===== config.mk =====
export PLATFORM = sky130hd
export DESIGN_NAME = adc_scan_seq
export DESIGN_NICKNAME = d
export VERILOG_FILES = /design/src/rtl/adc_scan_pkg.sv /design/src/rtl/adc_scan_trig_sync.sv /design/src/rtl/adc_scan_start_arb.sv /design/src/rtl/adc_scan_chan_regs.sv /design/src/rtl/adc_scan_seq.sv
export SDC_FILE = /design/constraint.sdc
export NUM_CORES = 1
export LEC_CHECK = 0
export BUFFER_PORTS_ARGS = -buffer_cell sky130_fd_sc_hd__buf_4
export CAP_MARGIN = 20
export CORE_UTILIZATION = 49
export CTS_BUF_LIST = sky130_fd_sc_hd__clkbuf_2
export CTS_CLUSTER_SIZE = 25
export DETAILED_ROUTE_END_ITERATION = 16
export GPL_TIMING_DRIVEN = 0
export PLACE_DENSITY = 0.74
export SYNTH_ARGS = -nofsm -noshare
export SYNTH_HDL_FRONTEND = slang
export SYNTH_SLANG_ARGS = --single-unit

===== constraint.sdc =====
create_clock -name clk_i -period 4.07 [get_ports clk_i]
set_input_delay 0.6105 -clock clk_i [delete_from_list [all_inputs] [get_ports clk_i]]
set_output_delay 0.6105 -clock clk_i [all_outputs]
set_load 0.05 [all_outputs]

===== src/rtl/adc_scan_pkg.sv =====
package adc_scan_pkg;
  typedef enum logic [1:0] {
    ADDR_START = 2'd0,
    ADDR_LO    = 2'd1,
    ADDR_HI    = 2'd2,
    ADDR_STAT  = 2'd3
  } reg_addr_e;
endpackage


===== src/rtl/adc_scan_trig_sync.sv =====
module adc_scan_trig_sync #(
  parameter int STAGES = 2
) (
  input  logic clk_i,
  input  logic rst_ni,
  input  logic trig_i,
  output logic rise_o
);
  logic [STAGES-1:0] sync_q;
  logic              last_q;

  generate
    if (STAGES == 1) begin : g_one
      always_ff @(posedge clk_i or negedge rst_ni)
        if (!rst_ni) sync_q <= '0;
        else         sync_q <= trig_i;
    end else begin : g_chain
      always_ff @(posedge clk_i or negedge rst_ni)
        if (!rst_ni) sync_q <= '0;
        else         sync_q <= {sync_q[STAGES-2:0], trig_i};
    end
  endgenerate

  always_ff @(posedge clk_i or negedge rst_ni)
    if (!rst_ni) last_q <= 1'b0;
    else         last_q <= sync_q[STAGES-1];

  assign rise_o = sync_q[STAGES-1] & ~last_q;
endmodule


===== src/rtl/adc_scan_start_arb.sv =====
module adc_scan_start_arb (
  input  logic clk_i,
  input  logic rst_ni,
  input  logic sw_req_i,
  input  logic trig_req_i,
  input  logic done_i,
  output logic start_o,
  output logic busy_o,
  output logic adv_o
);
  logic start_q, busy_q, accept;

  // requests while busy are dropped, not queued
  assign accept = (sw_req_i | trig_req_i) & ~busy_q;

  always_ff @(posedge clk_i or negedge rst_ni)
    if (!rst_ni) begin
      start_q <= 1'b0;
      busy_q  <= 1'b0;
    end else begin
      start_q <= accept;
      if (accept)               busy_q <= 1'b1;
      else if (busy_q && done_i) busy_q <= 1'b0;
    end

  assign start_o = start_q;
  assign busy_o  = busy_q;
  assign adv_o   = busy_q & done_i;
endmodule


===== src/rtl/adc_scan_chan_regs.sv =====
module adc_scan_chan_regs #(
  parameter int CH_W = 5
) (
  input  logic            clk_i,
  input  logic            rst_ni,
  input  logic            lo_we_i,
  input  logic            hi_we_i,
  input  logic [CH_W-1:0] wdata_i,
  input  logic            adv_i,
  output logic [CH_W-1:0] lo_o,
  output logic [CH_W-1:0] hi_o,
  output logic [CH_W-1:0] ptr_o
);
  logic [CH_W-1:0] lo_q, hi_q, ptr_q;

  always_ff @(posedge clk_i or negedge rst_ni)
    if (!rst_ni) begin
      lo_q  <= '0;
      hi_q  <= '0;
      ptr_q <= '0;
    end else begin
      if (lo_we_i) lo_q <= wdata_i;
      if (hi_we_i) hi_q <= wdata_i;
      // lower-bound write rewinds the pointer and wins over a step
      if (lo_we_i)       ptr_q <= wdata_i;
      else if (adv_i)    ptr_q <= (ptr_q == hi_q) ? lo_q : ptr_q + 1'b1;
    end

  assign lo_o  = lo_q;
  assign hi_o  = hi_q;
  assign ptr_o = ptr_q;
endmodule


===== src/rtl/adc_scan_seq.sv =====
module adc_scan_seq #(
  parameter int CH_W        = 5,
  parameter int DW          = 8,
  parameter int SYNC_STAGES = 2
) (
  input  logic            clk_i,
  input  logic            rst_ni,
  input  logic            wr_en_i,
  input  logic [1:0]      wr_addr_i,
  input  logic [CH_W-1:0] wr_data_i,
  input  logic [1:0]      rd_addr_i,
  output logic [DW-1:0]   rd_data_o,
  input  logic            ext_trig_sel_i,
  input  logic            ext_trig_i,
  input  logic            conv_done_i,
  output logic            conv_start_o,
  output logic [CH_W-1:0] mux_chan_o
);
  import adc_scan_pkg::*;

  localparam int BUSY_BIT = DW - 1;

  logic            sw_req, lo_we, hi_we, trig_rise, adv, busy;
  logic [CH_W-1:0] lo_ch, hi_ch;

  assign sw_req = wr_en_i && (wr_addr_i == ADDR_START);
  assign lo_we  = wr_en_i && (wr_addr_i == ADDR_LO);
  assign hi_we  = wr_en_i && (wr_addr_i == ADDR_HI);

  adc_scan_trig_sync #(.STAGES(SYNC_STAGES)) u_sync (
    .clk_i (clk_i), .rst_ni (rst_ni), .trig_i (ext_trig_i), .rise_o (trig_rise)
  );

  adc_scan_start_arb u_arb (
    .clk_i      (clk_i),
    .rst_ni     (rst_ni),
    .sw_req_i   (sw_req),
    .trig_req_i (trig_rise & ext_trig_sel_i),
    .done_i     (conv_done_i),
    .start_o    (conv_start_o),
    .busy_o     (busy),
    .adv_o      (adv)
  );

  adc_scan_chan_regs #(.CH_W(CH_W)) u_regs (
    .clk_i   (clk_i),
    .rst_ni  (rst_ni),
    .lo_we_i (lo_we),
    .hi_we_i (hi_we),
    .wdata_i (wr_data_i),
    .adv_i   (adv),
    .lo_o    (lo_ch),
    .hi_o    (hi_ch),
    .ptr_o   (mux_chan_o)
  );

  always_comb begin
    rd_data_o = '0;
    unique case (rd_addr_i)
      ADDR_LO:   rd_data_o[CH_W-1:0] = lo_ch;
      ADDR_HI:   rd_data_o[CH_W-1:0] = hi_ch;
      ADDR_STAT: begin
        rd_data_o[CH_W-1:0] = mux_chan_o;
        rd_data_o[BUSY_BIT] = busy;
      end
      default:   rd_data_o = '0;
    endcase
  end
endmodule


After elaboration in Yosys (flattened, before gate mapping)
Index checks and enable logic that the tools add are counted.
{"block": "classes", "n_addsub": 1, "mul": 0, "n_shift": 0, "n_eq_ne": 6, "bitwise_logic": 7, "n_div": 0, "muxes": 7, "reduce_logical": 7, "order_cmp": 0}
{"cell": "$mux 5", "count": 3}
{"cell": "$pmux 5 s3", "count": 1}
{"cell": "$eq 2x2->1 const B", "count": 3}
{"cell": "$add 5x1->5 const B", "count": 1}
{"cell": "$eq 5x5->1", "count": 1}
{"cell": "$and 1x1->1", "count": 4}
{"cell": "$eq 2x1->1 const B", "count": 2}
{"cell": "$logic_and 1x1->1", "count": 4}
{"cell": "$reduce_bool 2->1", "count": 2}
{"cell": "$mux 1", "count": 3}
{"cell": "$logic_not 2->1", "count": 1}
{"cell": "$not 1->1", "count": 2}
{"cell": "$or 1x1->1", "count": 1}
{"block": "totals", "ram_bits": 0, "ff_bits": 20, "latch_bits": 0, "n_memories": 0, "romBits": 0, "out_inout_bits": 14, "in_bits": 15, "word_cells": 35}

Logic depth before layout (Yosys ltp)
{"block": "logic_depth", "depth_word": 6, "mapped_depth": 5, "depth_no_buf": 5}

Modules after synthesis
A second synthesis with hierarchy kept.
{"block": "unflattened", "cells_unflattened": 102, "hier_area_um2": 1129.8}
{"mod": "adc_scan_chan_regs", "n_inst": 1, "cells_each": 71, "area_each_um2": 784.5, "seq_area_each_um2": 375.4}
{"mod": "adc_scan_seq", "n_inst": 1, "cells_each": 20, "area_each_um2": 181.4, "seq_area_each_um2": 0.0}
{"mod": "adc_scan_trig_sync", "n_inst": 1, "cells_each": 4, "area_each_um2": 88.8, "seq_area_each_um2": 75.1}
{"mod": "adc_scan_start_arb", "n_inst": 1, "cells_each": 7, "area_each_um2": 75.1, "seq_area_each_um2": 50.0}

Least setup slack after synthesis
No wires, ideal clock.
{"block": "synth_path", "kind": "in2out", "start": "in rd_addr_i[0]", "end": "out rd_data_o[1]", "stages": 3, "path_buffers": 1, "required_time_ns": 3.459, "slack_ns": 1.864, "arrival_time_ns": 1.596, "path_cell_list": "clkbuf_1 -> nor2b_1 -> a22o_1"}
{"block": "synth_between", "elab_chain_len": 2, "word_cells_on_any_way": 4, "cone_classes": "eq/ne: 3; mux: 1"}
{"element": "start: declaration", "line_no": "adc_scan_seq.sv:11", "source": "input logic [1:0] rd_addr_i,"}
{"element": "$eq 2x2->1 or $eq 2x1->1 (tied branches)", "line_no": "adc_scan_seq.sv:59", "source": "unique case (rd_addr_i)"}
{"element": "$pmux 5 s3 *", "line_no": "adc_scan_seq.sv:59"}
{"element": "end: declaration", "line_no": "adc_scan_seq.sv:12", "source": "output logic [DW-1:0] rd_data_o,"}
Mark *: on every way between the ends. The rest lies on a longest branch, timed or not.

Final worst setup path
Same ends and word-level chain as after synthesis.

==> results_dict.tcl <==
set metrics [dict create \
    outcome "finished clean" \
    ff2ff_setup_slack_ns 2.52 \
    worst-endpoint-arrival_ns 1.67 \
    maximum_number_of_pins_on_one_net_before_global_route_repair 21 \
    r2r.worst_path.cells 5 \
    worstSetupPathType "input port to output pin" \
    route.antenna.remaining_nets 0 \
    syn-cell-area_um2 1160 \
    numCtsBuffers 3 \
    routed_wl_mm 2.55 \
    grt-busiest-layer "met2" \
    cts_hold_buf 0 \
    syn_inst 113 \
    detail_route.drc_violations 0 \
    timing.setup.tns_ns 0 \
    clock_tree_from_tritoncts "built" \
    cts-root-buf "sky130_fd_sc_hd__clkbuf_2" \
    design.final.nets 159 \
    grt_first_pass_wirelength_mm 4.11 \
    synth.top_cell.area_share_pct 43.1 \
    floorplan_core_area_um2 2210 \
    yosysMostFrequentCell "sky130_fd_sc_hd__dfrtp_1" \
    row_count 17 \
    gr-usage-met1_pct 28.1 \
    synth.distinct_cells 39 \
    place_area_um2 1380 \
    met2_usage_pct 36.7 \
    clock.fmax_mhz 439 \
    yosys-top-cells-area "sky130_fd_sc_hd__dfrtp_1, sky130_fd_sc_hd__mux2_2, sky130_fd_sc_hd__nand2_1" \
    cp_launch_type "input port" \
    yosysSeqAreaShare_pct 43.1 \
    setup_violations 0 \
    global_route.overflow_total 0 \
    routed_via_density 5.83 \
    detailedPlacementHpwl_mm 1.90 \
    die_area_um2 2570 \
    effective_utilization_at_floorplan_pct 52.4 \
    fill_cell_count 190 \
    clock_period_minus_final_worst_setup_slack_ns 2.28 \
    syn_to_final_growth_pct 20.2 \
    power.static_leakage_nw 0.660 \
    whs_ns 0.142 \
    crit_path_end_kind "output pin" \
    clock_latency_ns 0.30 \
    clock_skew_ns 0.00341 \
    power.density_cell_area_nw_per_um2 583 \
    worstPathMaxFanout 7 \
    top_level_pins 29 \
    timing_max_transition_violations_final 0 \
    critical-path-slowest-cell "sky130_fd_sc_hd__nor2b_1" \
    die_w_um 50.7 \
    cp_data_required_time_ns 3.46 \
    synth_edf_count 0 \
    clock_input_transition_at_the_sequential_cells_of_the_worst_setup_and_hold_paths_ns 0.17 \
    stdcell_area_um2 1390 \
    total_of_cells_resized_after_clock_tree_synthesis 0 \
    critical_path.cell_chain "clkbuf_1, nor2b_1, a22o_1, buf_4" \
    via_count 985 \
    antenna-diode-count 0 \
    synth.ff_latch_count 20 \
    post-cts-setup-buffer-count 0 \
    gp_routability_congestion 0.900 \
    critPathMaxStageDelay_ns 0.39 \
    worst_ir_drop_vdd_mv 0.302 \
    top_ff_cell_synth "sky130_fd_sc_hd__dfrtp_1" \
    routed_wire_length_per_instance_um 15.1 \
    htree_num_levels 1 \
    synth.top_cells.by_count "sky130_fd_sc_hd__dfrtp_1, sky130_fd_sc_hd__nand2_1, sky130_fd_sc_hd__mux2_2" \
    cap_viol_max_count 0 \
    post-synth-top-area-cell "sky130_fd_sc_hd__dfrtp_1" \
    antenna_found_initial 0 \
    grt_use_total_pct 22.0 \
    drt_first_pass_iters 4 \
    globalRouteMet3Util_pct 3.64 \
    avgSynthCellArea_um2 10.3 \
    synth-warning-count 0 \
    count_of_endpoints_failing_hold_in_the_final_timing_report 0 \
    r2r_end "u_regs.ptr_o[2]$_DFFE_PN0P_" \
    io_buffer_count 24 \
    die_h_um 50.7 \
    grt_setup_unrepaired "no" \
    regToRegStartpoint "u_regs.ptr_o[0]$_DFFE_PN0P_" \
    cts_sinks 20 \
    finalCritPeriodShare_pct 56.0 \
    detailedRoute.firstIterationViolations 18 \
    ctsLongestPathBuffers 2 \
    async_reset_ff_share_pct 100 \
    hold_class "input port to asynchronous set/reset pin" \
    first_global_vias 911 \
    layout-drive-gt1-share_pct 31.9 \
]
-- sequential cells by signal (all words and copies together), names as in the netlist --
| name | cells |
|---|---|
| u_regs.ptr_o | 5 |
| u_regs.hi_o | 5 |
| u_sync.sync_q | 2 |
| u_arb.start_o | 1 |
| u_arb.busy_o | 1 |
| u_sync.last_q | 1 |
| u_regs.lo_o | 5 |
-- stage by stage --
stage	total power, mW	util [%]	setup slack [ns]	cells
after floorplan	0.619	-	1.86	114
after global placement	0.728	62.3	1.80	166
after detailed placement	0.738	62.3	1.79	166
after CTS	0.815	63.0	1.79	169
after global routing	0.863	63.0	1.70	169
final	0.813	63.0	1.79	169
-- layer usage --
metal	part of all wire, %	routed length, um	vias to the layer above
li1	-	-	469
met1	47	1190	485
met2	49	1250	27
met3	3.7	94	4
met4	0.98	25	0
met5	0	0	-
-- cells by family after synthesis --
kind of cell / synth area share (%)
and+or+nand+nor: 16.9
adders and majority gates: 1.08
buffers and inverters: 4.31
AOI/OAI and AO/OA: 16.1
other: 0.323
muxes: 11.4
DFF: 43.1
xor gates and xnor gates: 6.69
-- cells in the final DEF (no fill, tap or decap), types with 2 or more instances in the layout --
cell / n
sky130_fd_sc_hd__clkbuf_2: 3
sky130_fd_sc_hd__o21ai_0: 2
sky130_fd_sc_hd__conb_1: 2
sky130_fd_sc_hd__dfrtp_1: 20
sky130_fd_sc_hd__buf_4: 27
sky130_fd_sc_hd__nand3_1: 5
sky130_fd_sc_hd__xnor2_1: 6
sky130_fd_sc_hd__a21boi_0: 2
sky130_fd_sc_hd__nor2_1: 2
sky130_fd_sc_hd__nand3b_1: 2
sky130_fd_sc_hd__nor3_1: 2
sky130_fd_sc_hd__a21oi_1: 6
sky130_fd_sc_hd__nand2_1: 17
sky130_fd_sc_hd__clkbuf_1: 2
sky130_fd_sc_hd__and3_1: 3
sky130_fd_sc_hd__o31ai_1: 2
sky130_fd_sc_hd__mux2_2: 10
sky130_fd_sc_hd__mux2i_1: 2
sky130_fd_sc_hd__a22o_1: 5
-- power breakdown --
| group | switching (mW) | internal (mW) | leakage, nW | total [mW] |
|---|---|---|---|---|
| clock | 0.0562 | 0.0201 | 0.0125 | 0.0763 |
| combinational | 0.268 | 0.173 | 0.403 | 0.441 |
| sequential | 0.0562 | 0.239 | 0.245 | 0.295 |
| total | 0.380 | 0.432 | 0.660 | 0.813 |
-- critical path, delay by kind of cell --
family	cells	cell delay, ns
and+or+nand+nor	1	0.39
AOI/OAI and AO/OA	1	0.22
buffers and inverters	2	0.44
-- how the worst max path moves through the flow --
stage,start,end,cells past startpoint
final,rd_addr_i[0],rd_data_o[1],4
after global routing,rd_addr_i[0],rd_data_o[2],4
after CTS,rd_addr_i[0],rd_data_o[2],4
after detailed placement,rd_addr_i[0],rd_data_o[2],4
after global placement,rd_addr_i[0],rd_data_o[0],4
after floorplan,rd_addr_i[0],rd_data_o[1],3
-- cell type report --
type	instances	area, um2	area share (%)
Buffer	7	46.3	3.32
Multi-Input combinational cell	86	613	44.0
Timing Repair Buffer	24	180	12.9
Inverter	1	3.75	0.269
Tap cell	28	35.0	2.51
Sequential cell	20	500	35.9
Clock buffer	3	15.0	1.08
Power figures use the tool's default switching activity.
